===== config.mk =====
export PLATFORM = sky130hd
export DESIGN_NAME = chg_input_arbiter
export DESIGN_NICKNAME = d
export VERILOG_FILES = /design/src/rtl/ilim_pkg.sv /design/src/rtl/ilim_sync.sv /design/src/rtl/ilim_owner.sv /design/src/rtl/ilim_disable.sv /design/src/rtl/chg_input_arbiter.sv
export SDC_FILE = /design/constraint.sdc
export NUM_CORES = 1
export LEC_CHECK = 0
export CORE_AREA = 2 2 39 41
export DETAILED_ROUTE_END_ITERATION = 12
export DIE_AREA = 0 0 41 43
export GPL_ROUTABILITY_DRIVEN = 0
export MAX_ROUTING_LAYER = met4
export PLACE_DENSITY_LB_ADDON = 0.15
export SLEW_MARGIN = 20
export SYNTH_ARGS = -nofsm -noshare
export SYNTH_HDL_FRONTEND = slang
export SYNTH_HIERARCHICAL = 1
export SYNTH_SLANG_ARGS = --single-unit

===== constraint.sdc =====
create_clock -name clk -period 1.1 [get_ports clk]
set_input_delay 0.22 -clock clk [delete_from_list [all_inputs] [get_ports clk]]
set_output_delay 0.22 -clock clk [all_outputs]
set_load 0.02 [all_outputs]

===== src/rtl/ilim_pkg.sv =====
package ilim_pkg;
  localparam int LIM_W = 2;
  typedef enum logic [LIM_W-1:0] {
    LIM_100MA  = 2'd0,
    LIM_500MA  = 2'd1,
    LIM_1500MA = 2'd2,
    LIM_RSVD   = 2'd3
  } lim_code_e;
endpackage


===== src/rtl/ilim_sync.sv =====
module ilim_sync #(
  parameter int   STAGES  = 2,
  parameter logic RST_VAL = 1'b0
) (
  input  logic clk,
  input  logic rst,
  input  logic d,
  output logic q
);
  logic [STAGES-1:0] chain;

  generate
    for (genvar i = 0; i < STAGES; i++) begin : g_stage
      if (i == 0) begin : g_first
        always_ff @(posedge clk) begin
          if (rst) chain[0] <= RST_VAL;
          else     chain[0] <= d;
        end
      end else begin : g_next
        always_ff @(posedge clk) begin
          if (rst) chain[i] <= RST_VAL;
          else     chain[i] <= chain[i-1];
        end
      end
    end
  endgenerate

  assign q = chain[STAGES-1];
endmodule


===== src/rtl/ilim_owner.sv =====
module ilim_owner
  import ilim_pkg::*;
#(
  parameter bit STRAP_HI_500 = 1'b0
) (
  input  logic             clk,
  input  logic             rst,
  input  logic             strap_s,
  input  logic             host_wr,
  input  logic             wr_usb_en,
  input  logic [LIM_W-1:0] wr_usb_lim,
  input  logic             wr_in_en,
  input  logic [LIM_W-1:0] wr_in_lim,
  input  logic             wr_hz_en,
  input  logic             wr_hz,
  input  logic             wdog_expire,
  output logic             host_mode,
  output logic [LIM_W-1:0] usb_lim,
  output logic [LIM_W-1:0] in_lim,
  output logic             host_hz
);
  localparam lim_code_e STRAP_HI_CODE = STRAP_HI_500 ? LIM_500MA : LIM_100MA;

  logic [LIM_W-1:0] strap_code;
  assign strap_code = strap_s ? STRAP_HI_CODE : LIM_1500MA;

  always_ff @(posedge clk) begin
    if (rst) begin
      host_mode <= 1'b0;
      usb_lim   <= LIM_100MA;
      in_lim    <= LIM_1500MA;
      host_hz   <= 1'b0;
    end else if (host_wr) begin
      host_mode <= 1'b1;
      if (wr_usb_en) usb_lim <= wr_usb_lim;
      if (wr_in_en)  in_lim  <= wr_in_lim;
      if (wr_hz_en)  host_hz <= wr_hz;
    end else if (wdog_expire) begin
      host_mode <= 1'b0;
      usb_lim   <= strap_code;
      in_lim    <= LIM_1500MA;
      host_hz   <= 1'b0;
    end else if (!host_mode) begin
      usb_lim   <= strap_code;
    end
  end

  assert_write_takes_host_R4: assert property (@(posedge clk) disable iff (rst)
    host_wr |=> host_mode);
  assert_expiry_to_default_R6: assert property (@(posedge clk) disable iff (rst)
    (wdog_expire && !host_wr) |=> (!host_mode && !host_hz));
  assert_strap_ignored_R5: assert property (@(posedge clk) disable iff (rst)
    (host_mode && !host_wr && !wdog_expire) |=> $stable(usb_lim));
  assert_in_lim_only_host_R11: assert property (@(posedge clk) disable iff (rst)
    (!host_wr && !wdog_expire) |=> $stable(in_lim));
  assert_write_beats_expiry_R7: assert property (@(posedge clk) disable iff (rst)
    (host_wr && wdog_expire) |=> host_mode);
endmodule


===== src/rtl/ilim_disable.sv =====
module ilim_disable (
  input  logic clk,
  input  logic rst,
  input  logic dis_s,
  input  logic host_mode,
  input  logic host_hz,
  output logic hiz,
  output logic tmr_rst
);
  logic dis_d;

  always_ff @(posedge clk) begin
    if (rst) begin
      dis_d   <= 1'b0;
      hiz     <= 1'b0;
      tmr_rst <= 1'b0;
    end else begin
      dis_d   <= dis_s;
      hiz     <= dis_s | (host_mode & host_hz);
      tmr_rst <= dis_s & ~dis_d;
    end
  end

  assert_pulse_one_cycle_R10: assert property (@(posedge clk) disable iff (rst)
    tmr_rst |=> !tmr_rst);
  assert_pin_wins_R9: assert property (@(posedge clk) disable iff (rst)
    dis_s |=> hiz);
  assert_default_ignores_host_bit_R9: assert property (@(posedge clk) disable iff (rst)
    (!dis_s && !host_mode) |=> !hiz);
endmodule


===== src/rtl/chg_input_arbiter.sv =====
module chg_input_arbiter
  import ilim_pkg::*;
#(
  parameter int SYNC_STAGES  = 2,
  parameter bit STRAP_HI_500 = 1'b0
) (
  input  logic             clk,
  input  logic             rst,
  input  logic             strap_pin,
  input  logic             dis_pin,
  input  logic             host_wr,
  input  logic             wr_usb_en,
  input  logic [LIM_W-1:0] wr_usb_lim,
  input  logic             wr_in_en,
  input  logic [LIM_W-1:0] wr_in_lim,
  input  logic             wr_hz_en,
  input  logic             wr_hz,
  input  logic             wdog_expire,
  output logic [LIM_W-1:0] usb_lim,
  output logic [LIM_W-1:0] in_lim,
  output logic             hiz,
  output logic             tmr_rst,
  output logic             host_mode
);
  logic strap_s, dis_s, host_hz;

  ilim_sync #(.STAGES(SYNC_STAGES), .RST_VAL(1'b1)) u_strap_sync (
    .clk(clk), .rst(rst), .d(strap_pin), .q(strap_s));

  ilim_sync #(.STAGES(SYNC_STAGES), .RST_VAL(1'b0)) u_dis_sync (
    .clk(clk), .rst(rst), .d(dis_pin), .q(dis_s));

  ilim_owner #(.STRAP_HI_500(STRAP_HI_500)) u_owner (
    .clk(clk), .rst(rst), .strap_s(strap_s),
    .host_wr(host_wr), .wr_usb_en(wr_usb_en), .wr_usb_lim(wr_usb_lim),
    .wr_in_en(wr_in_en), .wr_in_lim(wr_in_lim),
    .wr_hz_en(wr_hz_en), .wr_hz(wr_hz), .wdog_expire(wdog_expire),
    .host_mode(host_mode), .usb_lim(usb_lim), .in_lim(in_lim),
    .host_hz(host_hz));

  ilim_disable u_disable (
    .clk(clk), .rst(rst), .dis_s(dis_s), .host_mode(host_mode),
    .host_hz(host_hz), .hiz(hiz), .tmr_rst(tmr_rst));

  assert_reset_quiet_R1: assert property (@(posedge clk)
    rst |=> (!host_mode && !hiz && !tmr_rst && usb_lim == LIM_100MA));
endmodule


==> flow_metrics.env <==
export IMPL_cp_arrival_ns=1.27
export IMPL_grt_pass1_vias=375
export IMPL_antenna_found_initial=0
export IMPL_synth_compound_area_share=0.1165
export IMPL_p_leak_nw=0.3196
export IMPL_syn_instance_count=46
export IMPL_synth_simple_area_share=0.2405
export IMPL_min_period_ns=1.087
export IMPL_relSlewSlack=0.8347
export IMPL_cp_start_kind="primary input"
export IMPL_cts_root_buf="clkbuf_4"
export IMPL_cts_setup_buffers=0
export IMPL_hold_path_startpoint="u_strap_sync/chain[0]$_SDFF_PP1_"
export IMPL_post_route_period_util=0.9881
export IMPL_crit_required_ns=1.28
export IMPL_clockBufferDepth=2
export IMPL_grt_max_degree=12
export IMPL_worstPathMaxFanout=3
export IMPL_synth_warning_count=6
export IMPL_final_cells=92
export IMPL_synth_top_area_frac=0.5266
export IMPL_r2r_start="u_owner/host_mode$_SDFFE_PP0P_"
export IMPL_numCtsBuffers=3
export IMPL_grtUsageTotal=0.1284
export IMPL_drive_gt1_frac=0.3158
export IMPL_clock_sinks=13
export IMPL_port_buffers=20
export IMPL_hp_class="flip-flop to flip-flop"
export IMPL_grt_pass1_wl_mm=1.421
export IMPL_drc=0
export IMPL_path_clk_slew_ns=0.09
export IMPL_synth_edff_count=0
export IMPL_status="finished, final reports clean"
export IMPL_vdd_drop_max_v=0.0007529
export IMPL_async_reset_ff_frac=0
export IMPL_slew_viol_final=0
export IMPL_dr_pass1_iters=4
export IMPL_drtIter0Drc=4
export IMPL_htreeDepth=1
export IMPL_power_density_nw_per_um2=1257
export IMPL_antenna_cells=0
export IMPL_syn_cell_area_sq_um=494.2
export IMPL_wirelength_microns=992
export IMPL_core_sq_um=1384
export IMPL_synth_top_cell_by_area="dfxtp_1"
export IMPL_grt_overflow=0
export IMPL_synth_top_family_by_area="simple AND/OR/NAND/NOR gates"
export IMPL_cts_tree="done"
export IMPL_die_x_microns=41
export IMPL_drt_antenna_violating_nets=0
export IMPL_ys_ff_latch=13
export IMPL_vias=418
export IMPL_synthAdderAreaFrac=0
export IMPL_synthesis_nets=60
export IMPL_whs_ns=0.4125
export IMPL_finalClockSkew_ns=0.009106
export IMPL_synthFlopType="dfxtp_1"
export IMPL_fmax_mhz=920.0
export IMPL_worst_slew_pin_slew_ns=0.2473
export IMPL_start_util=0.3571
export IMPL_wl_per_cell_microns=10.78
export IMPL_yosysUniqueCellTypes=20
export IMPL_synth_mux_area_frac=0.08608
export IMPL_endpoint_kind="flip-flop"
export IMPL_rsz0062_at_grt="no"
export IMPL_nNetsFinal=91
export IMPL_io_pins=21
export IMPL_placementRows=14
export IMPL_dpl_cell_count=88
export IMPL_synth_area_leaders="dfxtp_1, a21oi_1, nor2b_4"
export IMPL_clock_latency_ns=0.28
export IMPL_hold_viol_final=0
export IMPL_crit_start="wr_in_en"
export IMPL_synth_seq_area_share=0.5266
export IMPL_vias_per_cell=4.543
export IMPL_synth_area_per_cell_sq_um=10.74
export IMPL_dieHeight_microns=43
export IMPL_power_total_uw=952.9
export IMPL_yosys_area_share_xor_xnor=0
export IMPL_syn_to_final_growth_pct=53.42
export IMPL_setup_viol_count_final=0
export IMPL_cap_viol_max_count=0
export IMPL_worstSetupPathType="primary input to flip-flop"
export IMPL_design_die_area_sq_um=1763
per-stage QoR:
step,utilization,TNS (ns),setup WS [ns],instance area (sq um)
floorplan,-,0,0.1225,494.2
global placement,0.5461,-1.281,-0.2622,755.7
detailed placement,0.5461,-1.401,-0.2950,755.7
CTS,0.5588,0,0.003464,773.2
global route,0.5479,0,0.002967,758.2
finish,0.5479,0,0.01306,758.2
repair_timing:
action	4_1_cts	5_1_grt
resized for setup	24	6
setup endpoints to repair	7	6
hold buffers	0	0
pin swaps	0	0
cell type report:
cell class | instances | area, sq um
clock inverters | 1 | 5.005
flip-flops and latches | 13 | 260.3
inverters | 1 | 3.754
well taps | 16 | 20.02
fillers | 147 | 625.6
clock buffers | 3 | 22.52
multi-input cells | 31 | 229.0
repair buffers | 27 | 217.7
worst paths after layout:
check / endpoint / slack [ns] / depth (start not counted)
worst max-delay path: u_owner/in_lim[0]$_SDFFE_PP0P_ / 0.01 / 4
worst min-delay path: u_strap_sync/q$_SDFF_PP1_ / 0.41 / 1
worst max register to register: u_owner/usb_lim[1]$_SDFFE_PP0P_ / 0.14 / 4
worst min register to register: u_strap_sync/q$_SDFF_PP1_ / 0.41 / 1
flip-flops by register name (all words and copies together) (netlist names):
signal              cells
u_dis_sync/chain        1
u_dis_sync/q            1
u_disable/dis_d         1
u_disable/hiz           1
u_disable/tmr_rst       1
u_owner/host_hz         1
u_owner/host_mode       1
u_owner/in_lim          2
u_owner/usb_lim         2
u_strap_sync/chain      1
u_strap_sync/q          1
power breakdown:
group	leakage (nW)	switching, mW	internal (mW)
logic	0.195	0.0654	0.0959
registers	0.107	0.00770	0.491
clock network	0.0177	0.158	0.135
routing by layer:
layer / part of all wire / global-route usage / wire [microns]
met5: 0 / - / 0
met4: 0 / 0.1000 / 0
met3: 0.089 / 0.04712 / 88
met2: 0.45 / 0.1719 / 448
met1: 0.46 / 0.1475 / 455
placed cells by master (no fill, tap or decap), drive strengths merged, types with 3 or more instances in the layout:
| cell type | n |
|---|---|
| nor3b | 3 |
| clkdlybuf4s50 | 13 |
| buf | 14 |
| nor2b | 5 |
| clkbuf | 3 |
| a21oi | 6 |
| nor2 | 3 |
| dfxtp | 13 |
worst max-delay path: stages:
cell and delay, ns:
clkdlybuf4s50_1 0.51, mux2_2 0.36, a21oi_2 0.14, nor2_1 0.04
cells in the mapped netlist, types with 2 or more instances:
| library cell | count |
|---|---|
| nor2b_1 | 3 |
| dfxtp_1 | 13 |
| nand2b_1 | 2 |
| or2_1 | 2 |
| a21oi_1 | 6 |
| nor2b_4 | 2 |
| nor2_1 | 3 |
| nor3b_1 | 2 |
| mux2i_1 | 2 |
cells by family (layout without fill, tap and decap cells):
| family | Yosys count | after routing |
|---|---|---|
| simple gates | 17 | 17 |
| compound gates | 10 | 10 |
| flops | 13 | 13 |
| buf+inv | 2 | 32 |
| mux | 4 | 4 |
No activity file was read; power rests on OpenSTA's default activity.
